$ cat config.mk
export PLATFORM = sky130hd
export DESIGN_NAME = intr_mux_regs
export DESIGN_NICKNAME = d
export VERILOG_FILES = /design/src/rtl/intr_mux_regs.sv
export SDC_FILE = /design/constraint.sdc
export NUM_CORES = 1
export LEC_CHECK = 0
export BUFFER_PORTS_ARGS = -buffer_cell sky130_fd_sc_hd__buf_2
export CORE_UTILIZATION = 58
export CTS_BUF_LIST = sky130_fd_sc_hd__clkbuf_4 sky130_fd_sc_hd__clkbuf_8
export CTS_CLUSTER_SIZE = 30
export DETAILED_ROUTE_END_ITERATION = 6
export HOLD_SLACK_MARGIN = 0.12
export PLACE_DENSITY = 0.89
export REMOVE_ABC_BUFFERS = 1
export SYNTH_ARGS = -nofsm -noshare
export SYNTH_HDL_FRONTEND = slang
export SYNTH_SLANG_ARGS = --single-unit
$ cat constraint.sdc
create_clock -name clk -period 2.2 [get_ports clk]
set_input_delay 0.33 -clock clk [delete_from_list [all_inputs] [get_ports clk]]
set_output_delay 0.33 -clock clk [all_outputs]
set_load 0.05 [all_outputs]
$ cat src/rtl/intr_mux_regs.sv
module intr_mux_regs #(
  parameter int ADDR_W = 6,
  parameter int DATA_W = 8,
  parameter int EDGE_N = 4
) (
  input  logic              clk,
  input  logic              rst_n,
  input  logic [ADDR_W-1:0] addr,
  input  logic              wr_en,
  input  logic [DATA_W-1:0] wdata,
  output logic [DATA_W-1:0] rdata,
  input  logic [DATA_W-1:0] src_a,
  input  logic [DATA_W-1:0] src_b,
  input  logic [DATA_W-1:0] src_f,
  output logic              irq,
  output logic              fiq
);

  localparam logic [ADDR_W-1:0] OFS_CTRL  = ADDR_W'(6'h00);
  localparam logic [ADDR_W-1:0] OFS_KBD   = ADDR_W'(6'h04);
  localparam logic [ADDR_W-1:0] OFS_A_ST  = ADDR_W'(6'h10);
  localparam logic [ADDR_W-1:0] OFS_A_RQ  = ADDR_W'(6'h14);
  localparam logic [ADDR_W-1:0] OFS_A_MK  = ADDR_W'(6'h18);
  localparam logic [ADDR_W-1:0] OFS_B_ST  = ADDR_W'(6'h20);
  localparam logic [ADDR_W-1:0] OFS_B_RQ  = ADDR_W'(6'h24);
  localparam logic [ADDR_W-1:0] OFS_B_MK  = ADDR_W'(6'h28);
  localparam logic [ADDR_W-1:0] OFS_F_ST  = ADDR_W'(6'h30);
  localparam logic [ADDR_W-1:0] OFS_F_RQ  = ADDR_W'(6'h34);
  localparam logic [ADDR_W-1:0] OFS_F_MK  = ADDR_W'(6'h38);

  logic [DATA_W-1:0] ctrl_q, kbd_q, mask_a, mask_b, mask_f;
  logic [EDGE_N-1:0] lat_q, prev_q;

  wire [DATA_W-1:0] stat_a = {src_a[DATA_W-1:EDGE_N], lat_q};
  wire [DATA_W-1:0] req_a  = stat_a & mask_a;
  wire [DATA_W-1:0] req_b  = src_b & mask_b;
  wire [DATA_W-1:0] req_f  = src_f & mask_f;

  wire              clr_wr = wr_en && (addr == OFS_A_RQ);
  wire [EDGE_N-1:0] rise   = src_a[EDGE_N-1:0] & ~prev_q;
  wire [EDGE_N-1:0] clr    = {EDGE_N{clr_wr}} & wdata[EDGE_N-1:0];

  assign irq = |{req_a, req_b};
  assign fiq = |req_f;

  always_ff @(posedge clk or negedge rst_n) begin
    if (!rst_n) begin
      lat_q  <= '0;
      prev_q <= '0;
    end else begin
      prev_q <= src_a[EDGE_N-1:0];
      lat_q  <= (lat_q & ~clr) | rise;
    end
  end

  always_ff @(posedge clk or negedge rst_n) begin
    if (!rst_n) begin
      ctrl_q <= '0;
      kbd_q  <= '0;
      mask_a <= '0;
      mask_b <= '0;
      mask_f <= '0;
    end else if (wr_en) begin
      if (addr == OFS_CTRL) ctrl_q <= wdata;
      if (addr == OFS_KBD)  kbd_q  <= wdata;
      if (addr == OFS_A_MK) mask_a <= wdata;
      if (addr == OFS_B_MK) mask_b <= wdata;
      if (addr == OFS_F_MK) mask_f <= wdata;
    end
  end

  always_comb begin
    case (addr)
      OFS_CTRL: rdata = ctrl_q;
      OFS_KBD:  rdata = kbd_q;
      OFS_A_ST: rdata = stat_a;
      OFS_A_RQ: rdata = req_a;
      OFS_A_MK: rdata = mask_a;
      OFS_B_ST: rdata = src_b;
      OFS_B_RQ: rdata = req_b;
      OFS_B_MK: rdata = mask_b;
      OFS_F_ST: rdata = src_f;
      OFS_F_RQ: rdata = req_f;
      OFS_F_MK: rdata = mask_f;
      default:  rdata = '0;
    endcase
  end

  // the ordinary line needs an enabled ordinary group
  a_r5_irq_needs_mask: assert property (@(posedge clk) disable iff (!rst_n)
    irq |-> ((mask_a | mask_b) != '0));

  // the fast line is driven by the fast group only
  a_r5_fiq_needs_mask: assert property (@(posedge clk) disable iff (!rst_n)
    fiq |-> (mask_f != '0));

  // sticky bits never drop without a clear write
  a_r6_latch_holds: assert property (@(posedge clk) disable iff (!rst_n)
    !clr_wr |=> ((lat_q & $past(lat_q)) == $past(lat_q)));

  // a same-cycle edge wins over the clear
  a_r7_edge_wins: assert property (@(posedge clk) disable iff (!rst_n)
    (|rise) |=> ((lat_q & $past(rise)) == $past(rise)));

  // selected bits go clear when no edge arrives with them
  a_r7_clear_bits: assert property (@(posedge clk) disable iff (!rst_n)
    clr_wr |=> ((lat_q & $past(wdata[EDGE_N-1:0] & ~rise)) == '0));

  // a clear write leaves the group A mask alone
  a_r10_clear_keeps_mask: assert property (@(posedge clk) disable iff (!rst_n)
    clr_wr |=> $stable(mask_a));

endmodule

# Word-level counts from Yosys, hierarchy flattened
# Index checks and enable logic that the tools add are counted.
word_totals:
  reg_bits: 48
  wordCells: 36
  input_bits: 41
  out_inout_bits: 10
classes:
  eq_ne: 10
  reduce_logical: 9
  muxes: 1
  bitwise_logic: 9
ops:
  columns: ["operator", "count"]
  rows:
  - ["8-bit case mux with 11 select lines", 1]
  - ["6-bit equality test, second input constant", 6]
  - ["8-bit AND", 3]
  - ["6-bit by 5-bit equality test with 1-bit output, second input constant", 3]
  - ["16-bit OR reduction", 1]
  - ["4-bit AND", 3]
  - ["2-bit AND reduction", 5]
  - ["4-bit NOT", 2]
  - ["8-bit OR reduction", 1]
  - ["6-bit by 3-bit equality test with 1-bit output, second input constant", 1]
  - ["6-bit logical NOT", 1]
  - ["4-bit bitwise OR", 1]
  - ["1-bit logical AND", 1]

# Logic depth before layout (Yosys ltp)
# Gate-level depths: netlist of run 1.
logic_depth:
  word_depth: 6
  mapped_depth: 7
  ltp_nobuf: 4

# Worst setup path after synthesis of run 1
# Ideal clock, no wire load.
synth_timing:
  kind: "input port to output port"
  startpoint: "input port addr[5]"
  endpoint: "output port rdata[3]"
  arrival_time_ns: 2.007
  path_buffers: 2
  cell_stages: 5
  path_slack_ns: -0.137
  t_required_ns: 1.870
  path_cell_list: "clkbuf_1 > buf_2 > nor2b_1 > a22oi_1 > o211ai_1"
synth_between:
  elab_chain_cells: 2
  elab_cells_between_ends: 12
synth_rtl:
  columns: ["item", "line_no", "text"]
  rows:
  - ["start, declared", "8", "input logic [ADDR_W-1:0] addr,"]
  - ["6-bit equality test (tied with other cells)", "73", "case (addr)"]
  - ["8-bit case mux with 11 select lines *", "73", null]
  - ["end, declared", "11", "output logic [DATA_W-1:0] rdata,"]
# Mark *: on every way between the ends. The rest lies on a longest branch, timed or not.

# Worst setup path after layout of run 1
# Same ends and word-level chain as after synthesis.

==> impl_metrics.csv, run 1 <==
group,metric,value,unit
outcome,status,"finished, violations left",
outcome,violations,"DRC",
timing,tightest_slew,593,ps
timing,slew_violations,0,
timing,timing_hold_violations_final,0,
worst_hold_path,worstHoldStart,"src_a[0]",
layout,layout_common_cells,"buf_2, dfrtp_1, mux2_2",
synth,synth-simple-area-share,14.2,%
global_routing,grt_usage,30.4,%
global_routing,grt_pass1_vias,2417,
timing,rsz0062_at_grt,"false",
synth,synth_area_per_cell,11.2,µm²
setup_path,reg2reg_depth,1,
layout,final_cells,364,
floorplanning,initial_utilization,61.8,%
layout,fill_cells,332,
synth,ys_types,39,
power,power.density,636,mW/mm²
layout,syn2layout_area_growth,18.6,%
timing,slew_headroom,60.5,%
global_routing,antenna_found_initial,0,
place,numPortBuffers,50,
detailed_routing,wl_per_cell,19.2,µm
timing,setup-tns-final,0,ps
setup_path,worstPathMaxFanout,17,
layout,multi_input_area,0.00146,mm²
synth,synth_area,0.00275,mm²
floorplanning,coreArea,0.00444,mm²
layout,register_area,0.00120,mm²
cts,path_clk_slew,80,ps
cts,cts_sinks,48,
place,place_congestion,0.938,
place,hpwl,5270,µm
synth,ys_ff_latch,48,
synth,synth_warnings,0,
setup_path,rr_endpoint,"mask_f[3]",
layout,drive_above_1_share,41.7,%
detailed_routing,viasPerCell,6.67,
detailed_routing,wl,7000,µm
setup_path,cpPeakStageDelay,310,ps
timing,period_share,93.9,%
cts,tritoncts,"done",
flow_run,drv_cap,0,
setup_path,cp-end-kind,"output port",
setup_path,cp_slowest_cell,"a311o_1",
cts,root_buffer,"clkbuf_8",
setup_path,cp_cell_sequence,"clkbuf_4, buf_4, nor2b_1, a311o_1, a32oi_1, o211ai_1, buf_2",
timing,max_freq,0.484,GHz
power,power.total,2.07,mW
power,vdd_ir_drop_max,0.634,mV
synth,yosys.area.top_type,"dfrtp_1",
floorplanning,rows,24,
setup_path,reg2reg_slack,1380,ps
setup_path,crit_arrival,1740,ps
detailed_routing,dr.pass1.iters,7,
layout,mostFrequentLayoutCell,"buf_2",
timing,min_period,2070,ps
synth,synth.area.mux_share,22.5,%
synth,synth_compound_area_share,16.5,%
power,power.leakage,1.55,nW
place,placedCellCount,355,
place,pre_cts_ws,71.8,ps
synth,synth_top_area_share,43.7,%
synth,yosysSeqAreaShare,43.7,%
layout,final_nets,352,
global_routing,grt-ovfl-total,0,
cts,clockBufferDepth,2,
worst_hold_path,holdPathStages,1,
global_routing,grt_pass1_wl,11600,µm
setup_path,r2r_start,"mask_f[3]",
floorplanning,die_h,70.8,µm
setup_path,start_kind,"input pin",
timing,setup_violations,0,
detailed_routing,final_antenna_net_count,0,
detailed_routing,via_count,2428,
floorplanning,die_area,0.00501,mm²
timing,finClkSkew,0.538,ps
layout,n_antenna_cell,0,
setup_path,crit_type,"input pin to output port",
floorplanning,die_w,70.8,µm
cts,postCtsSetupRepairBufs,0,
worst_hold_path,hp-class,"input pin to flip-flop",
cts,clock_latency,300,ps
worst_hold_path,min_to,"prev_q[0]",
global_routing,grt_max_degree,26,
cts,numCtsBuffers,5,
setup_path,cp.required,1870,ps
setup_path,path_delay_family,"buffers and inverters",
synth,synth_fa_ha_area_share,0,%
floorplanning,ioPinCount,51,
detailed_routing,drtIter0Drc,372,
cts,cts.htree.levels,2,
detailed_routing,drc,12,
synth,netlist_top_cells_area,"dfrtp_1, mux2_2, nand2_1, mux2i_1, a22o_1",
synth,synth-xor-area-share,0,%
timing,finalHoldWorstSlack,147,ps
setup_path,worst-path-buf-inv,3,
synth,synth_top_family_by_area,"multiplexers",
synth,synth_cells,246,
timing,setup_ws,134,ps
==> synth_stat cells <==
library cell	count
dfrtp_1	48
mux2_2	46
nand2_1	29
nand3_1	11
a22oi_1	10
mux2i_1	10
a22o_1	9
o21ai_0	8
a32o_1	7
clkbuf_1	6
o22ai_1	6
o2bb2ai_1	6
inv_1	5
nor2b_1	4
o211ai_1	4
and4b_1	3
buf_2	3
nor2_1	3
a211oi_1	2
a21oi_1	2
a221oi_1	2
a32oi_1	2
buf_4	2
nand4_1	2
nor4b_2	2
a311o_1	1
and2_1	1
and3_1	1
and4_1	1
buf_6	1
nand2_2	1
nand2b_1	1
nand3b_1	1
nand4_2	1
nor3_1	1
nor3_4	1
nor3b_1	1
nor4_4	1
or4b_4	1
==> final cells by class <==
type	count	share of cell area (%)
clock inverters	2	0.307
flip-flops and latches	48	36.9
well taps	52	2.00
multi-input cells	181	44.9
inverters	5	0.576
clock buffers	6	2.53
repair buffers	70	12.8
==> flip-flops by register name, indices dropped and copies added (netlist names) <==
signal  flops
ctrl_q      8
kbd_q       8
lat_q       4
mask_a      8
mask_b      8
mask_f      8
prev_q      4
==> metrics by stage <==
stage / utilization (%) / cell area [µm²]
after floorplan: - / 2680
after global placement: 70.9 / 3150
after detailed placement: 70.9 / 3150
after CTS: 73.3 / 3260
after global routing: 73.3 / 3260
final: 73.3 / 3260
==> metal layers <==
layer | wire length [µm] | part of all wire [%] | vias to the layer above | GRT usage, %
met4 | 247 | 3.5 | 0 | 13.6
met2 | 3340 | 48 | 150 | 49.4
met5 | 0 | 0 | - | 0
met3 | 629 | 9.0 | 37 | 5.98
li1 | - | - | 1076 | -
met1 | 2780 | 40 | 1165 | 39.8
==> report_power, final <==
part / switching, mW / internal [mW]
combinational: 0.253 / 0.219
sequential: 0.0813 / 0.984
clock: 0.284 / 0.251
==> timing repair <==
action | CTS | global route
resized for setup | 0 | 1
setup endpoints to repair | 0 | 1
hold buffers | 1 | 0
endpoints found under the hold margin | 23 | 0
==> worst max path at each step <==
stage | from | end | slack (ps) | cells after the start
floorplan | addr[4] | rdata[3] | 80 | 3
global placement | addr[5] | rdata[3] | 130 | 7
detailed placement | addr[5] | rdata[3] | 70 | 7
CTS | addr[5] | rdata[3] | 70 | 7
global route | addr[5] | rdata[3] | 70 | 7
finish | addr[5] | rdata[3] | 130 | 7
==> cells by family (layout without fill, tap and decap cells) <==
kind of cell	Yosys count	after routing
buffers and inverters	17	83
and+or+nand+nor	66	66
AOI/OAI and AO/OA	59	59
muxes	56	56
DFF	48	48
Note: power is estimated with default switching activity, not from simulation.
==> run 2, diff against run 1 <==
--- a/config.mk
+++ b/config.mk
@@ -6,12 +6,12 @@
 export NUM_CORES = 1
 export LEC_CHECK = 0
 export BUFFER_PORTS_ARGS = -buffer_cell sky130_fd_sc_hd__buf_2
-export CORE_UTILIZATION = 58
+export CORE_UTILIZATION = 52
 export CTS_BUF_LIST = sky130_fd_sc_hd__clkbuf_4 sky130_fd_sc_hd__clkbuf_8
 export CTS_CLUSTER_SIZE = 30
 export DETAILED_ROUTE_END_ITERATION = 6
 export HOLD_SLACK_MARGIN = 0.12
-export PLACE_DENSITY = 0.89
+export PLACE_DENSITY = 0.84
 export REMOVE_ABC_BUFFERS = 1
 export SYNTH_ARGS = -nofsm -noshare
 export SYNTH_HDL_FRONTEND = slang
==> constraint.sdc (replaced) <==
create_clock -name clk -period 1.9 [get_ports clk]
set_input_delay 0.285 -clock clk [delete_from_list [all_inputs] [get_ports clk]]
set_output_delay 0.285 -clock clk [all_outputs]
set_load 0.05 [all_outputs]
==> run 2 against run 1 <==
The flow finishes with violations (setup timing). Design area grew 9.4%. Cell count rose by 12%. Via count rose by 3.4%. Clock skew barely moved. Total power increased by 21%. Worst setup slack lost 140 ps. Sequential share of layout area down 3.2 points. Non-clock buffer count increased by 26. First-iteration DRC count shrank 34%. Hold slack better by 120 ps. Routed wire length grew 8.4%. Sequential power grew 15%. Critical endpoint is now rdata[6]. Largest power group unchanged.
==> impl_metrics.csv, run 2 (same netlist as run 1, synthesis figures left out) <==
group,metric,value,unit
cts,cts_sinks,48,
setup_path,crit_start,"mask_a[6]",
detailed_routing,via_count,2511,
setup_path,cpPeakStageDelay,420,ps
power,p_sw_share,29.0,%
place,placedCellCount,388,
layout,n_antenna_cell,0,
cts,tritoncts,"done",
setup_path,cp_cell_sequence,"mux2_4, a22o_1, a22oi_1, nand3_1, buf_6",
timing,setup_ws,-6.43,ps
flow_run,drv_cap,0,
detailed_routing,wl_per_cell,18.6,µm
setup_path,reg2reg_depth,2,
setup_path,worstPathMaxFanout,4,
place,place_congestion,0.938,
setup_path,r2r_start,"mask_a[6]",
global_routing,grt_usage,28.0,%
cts,path_clk_slew,80,ps
global_routing,antenna_found_initial,0,
setup_path,crit_arrival,1620,ps
setup_path,cp_slowest_cell,"dfrtp_1",
timing,rsz0062_at_grt,"true",
power,power_frac_seq,49.1,%
setup_path,cp.required,1620,ps
power,power.leakage,1.70,nW
floorplanning,die_w,74.7,µm
cts,cts.htree.levels,2,
global_routing,grt_max_degree,27,
setup_path,start_kind,"flip-flop",
timing,tightest_slew,608,ps
cts,root_buffer,"clkbuf_8",
layout,final_cells,408,
layout,syn2layout_area_growth,29.8,%
global_routing,grt-ovfl-total,0,
setup_path,reg2reg_slack,990,ps
global_routing,grt_pass1_vias,2437,
timing,period_share,100,%
detailed_routing,wl,7590,µm
detailed_routing,drc,0,
worst_hold_path,hp-class,"input pin to flip-flop",
layout,drive_above_1_share,47.0,%
floorplanning,initial_utilization,53.8,%
timing,finClkSkew,0.311,ps
global_routing,grt_pass1_wl,11400,µm
timing,max_freq,0.525,GHz
setup_path,crit_end,"rdata[6]",
detailed_routing,dr.pass1.iters,5,
cts,clock_latency,290,ps
power,power.density,701,mW/mm²
detailed_routing,viasPerCell,6.15,
power,vdd_ir_drop_max,0.428,mV
floorplanning,coreArea,0.00511,mm²
outcome,status,"finished, violations left",
layout,final_nets,378,
place,numPortBuffers,50,
cts,numCtsBuffers,5,
detailed_routing,final_antenna_net_count,0,
power,power.total,2.50,mW
setup_path,rr_endpoint,"mask_a[6]",
setup_path,crit_type,"flip-flop to output port",
timing,slew_headroom,59.5,%
floorplanning,ioPinCount,51,
power,pwr-share-clk,25.6,%
place,pre_cts_ws,-123,ps
floorplanning,die_area,0.00558,mm²
detailed_routing,drtIter0Drc,246,
timing,setup-tns-final,-6.80,ps
outcome,violations,"setup timing",
layout,layout_common_cells,"dfrtp_1, buf_4, mux2_2",
layout,fin_util,69.8,%
timing,setup_violations,2,
setup_path,cp-end-kind,"output port",
timing,timing_hold_violations_final,0,
layout,mostFrequentLayoutCell,"dfrtp_1",
timing,slew_violations,0,
place,hpwl,5400,µm
power,p_int,1.78,mW
power,pwr-share-comb,25.3,%
power,netSwitchingPower,726,µW
timing,min_period,1910,ps
floorplanning,rows,26,
cts,clockBufferDepth,2,
floorplanning,die_h,74.7,µm
## run 2: cell types whose count changed in the layout (fill, tap and decap cells not counted), sizes merged
cell,change
clkinv,-2
buf,+23
clkbuf,+1
dlygate4sd3,+4
## run 2: worst min-delay path by stage
stage	from	to	cells past startpoint	slack, ps
after global placement	rst_n	mask_f[6]	1	310
after floorplan	rst_n	ctrl_q[0]	0	-10
after global routing	wdata[4]	kbd_q[4]	2	270
final	wdata[4]	kbd_q[4]	2	270
after detailed placement	rst_n	kbd_q[6]	1	310
after CTS	wdata[4]	kbd_q[4]	2	260
## run 2: routing by layer
layer  vias up  wire [µm]  GRT usage [%]
met5         -          0              0
met4         0        288           13.2
met3        33        521           7.10
met2       137       3630           43.6
met1      1212       3150           36.7
li1       1129          -              -
## run 2: worst max-delay path, delay by kind of cell (launching register included)
family	cells	cell delay, ps
flip-flops	1	420
AO/OA/AOI/OAI	2	340
multiplexers	1	280
buffers and inverters	1	160
AND/OR/NAND/NOR	1	110
## run 2: area by class of cell
type                       instances  area [µm²]
multi-input combinational        181        1510
inverter                           5        18.8
sequential                        48        1200
fill                             394        1540
timing repair buffer              96         656
tap                               70        87.6
clock buffer                       8        97.6
## run 2: power groups by stage
stage                     Clock (mW)  Sequential (mW)  Combinational [mW]
final                          0.640             1.23               0.634
after global routing           0.698             1.24               0.682
after CTS                      0.666             1.22               0.584
after detailed placement           0             1.25               0.554
after global placement             0             1.24               0.536
after floorplan                    0             1.22               0.334
## run 2: what timing repair did
action / in CTS / in global routing
hold buffers: 5 / 0
setup endpoints to repair: 8 / 9
hold endpoints to repair: 28 / 0
pin swaps: 4 / 8
buffers inserted: 3 / 4
resized for setup: 7 / 24
## run 2: per-stage QoR
stage	area [µm²]	hold slack [ps]
finish	3570	269
global route	3570	266
CTS	3460	262
detailed placement	3280	314
global placement	3280	311
floorplan	2680	-10.6
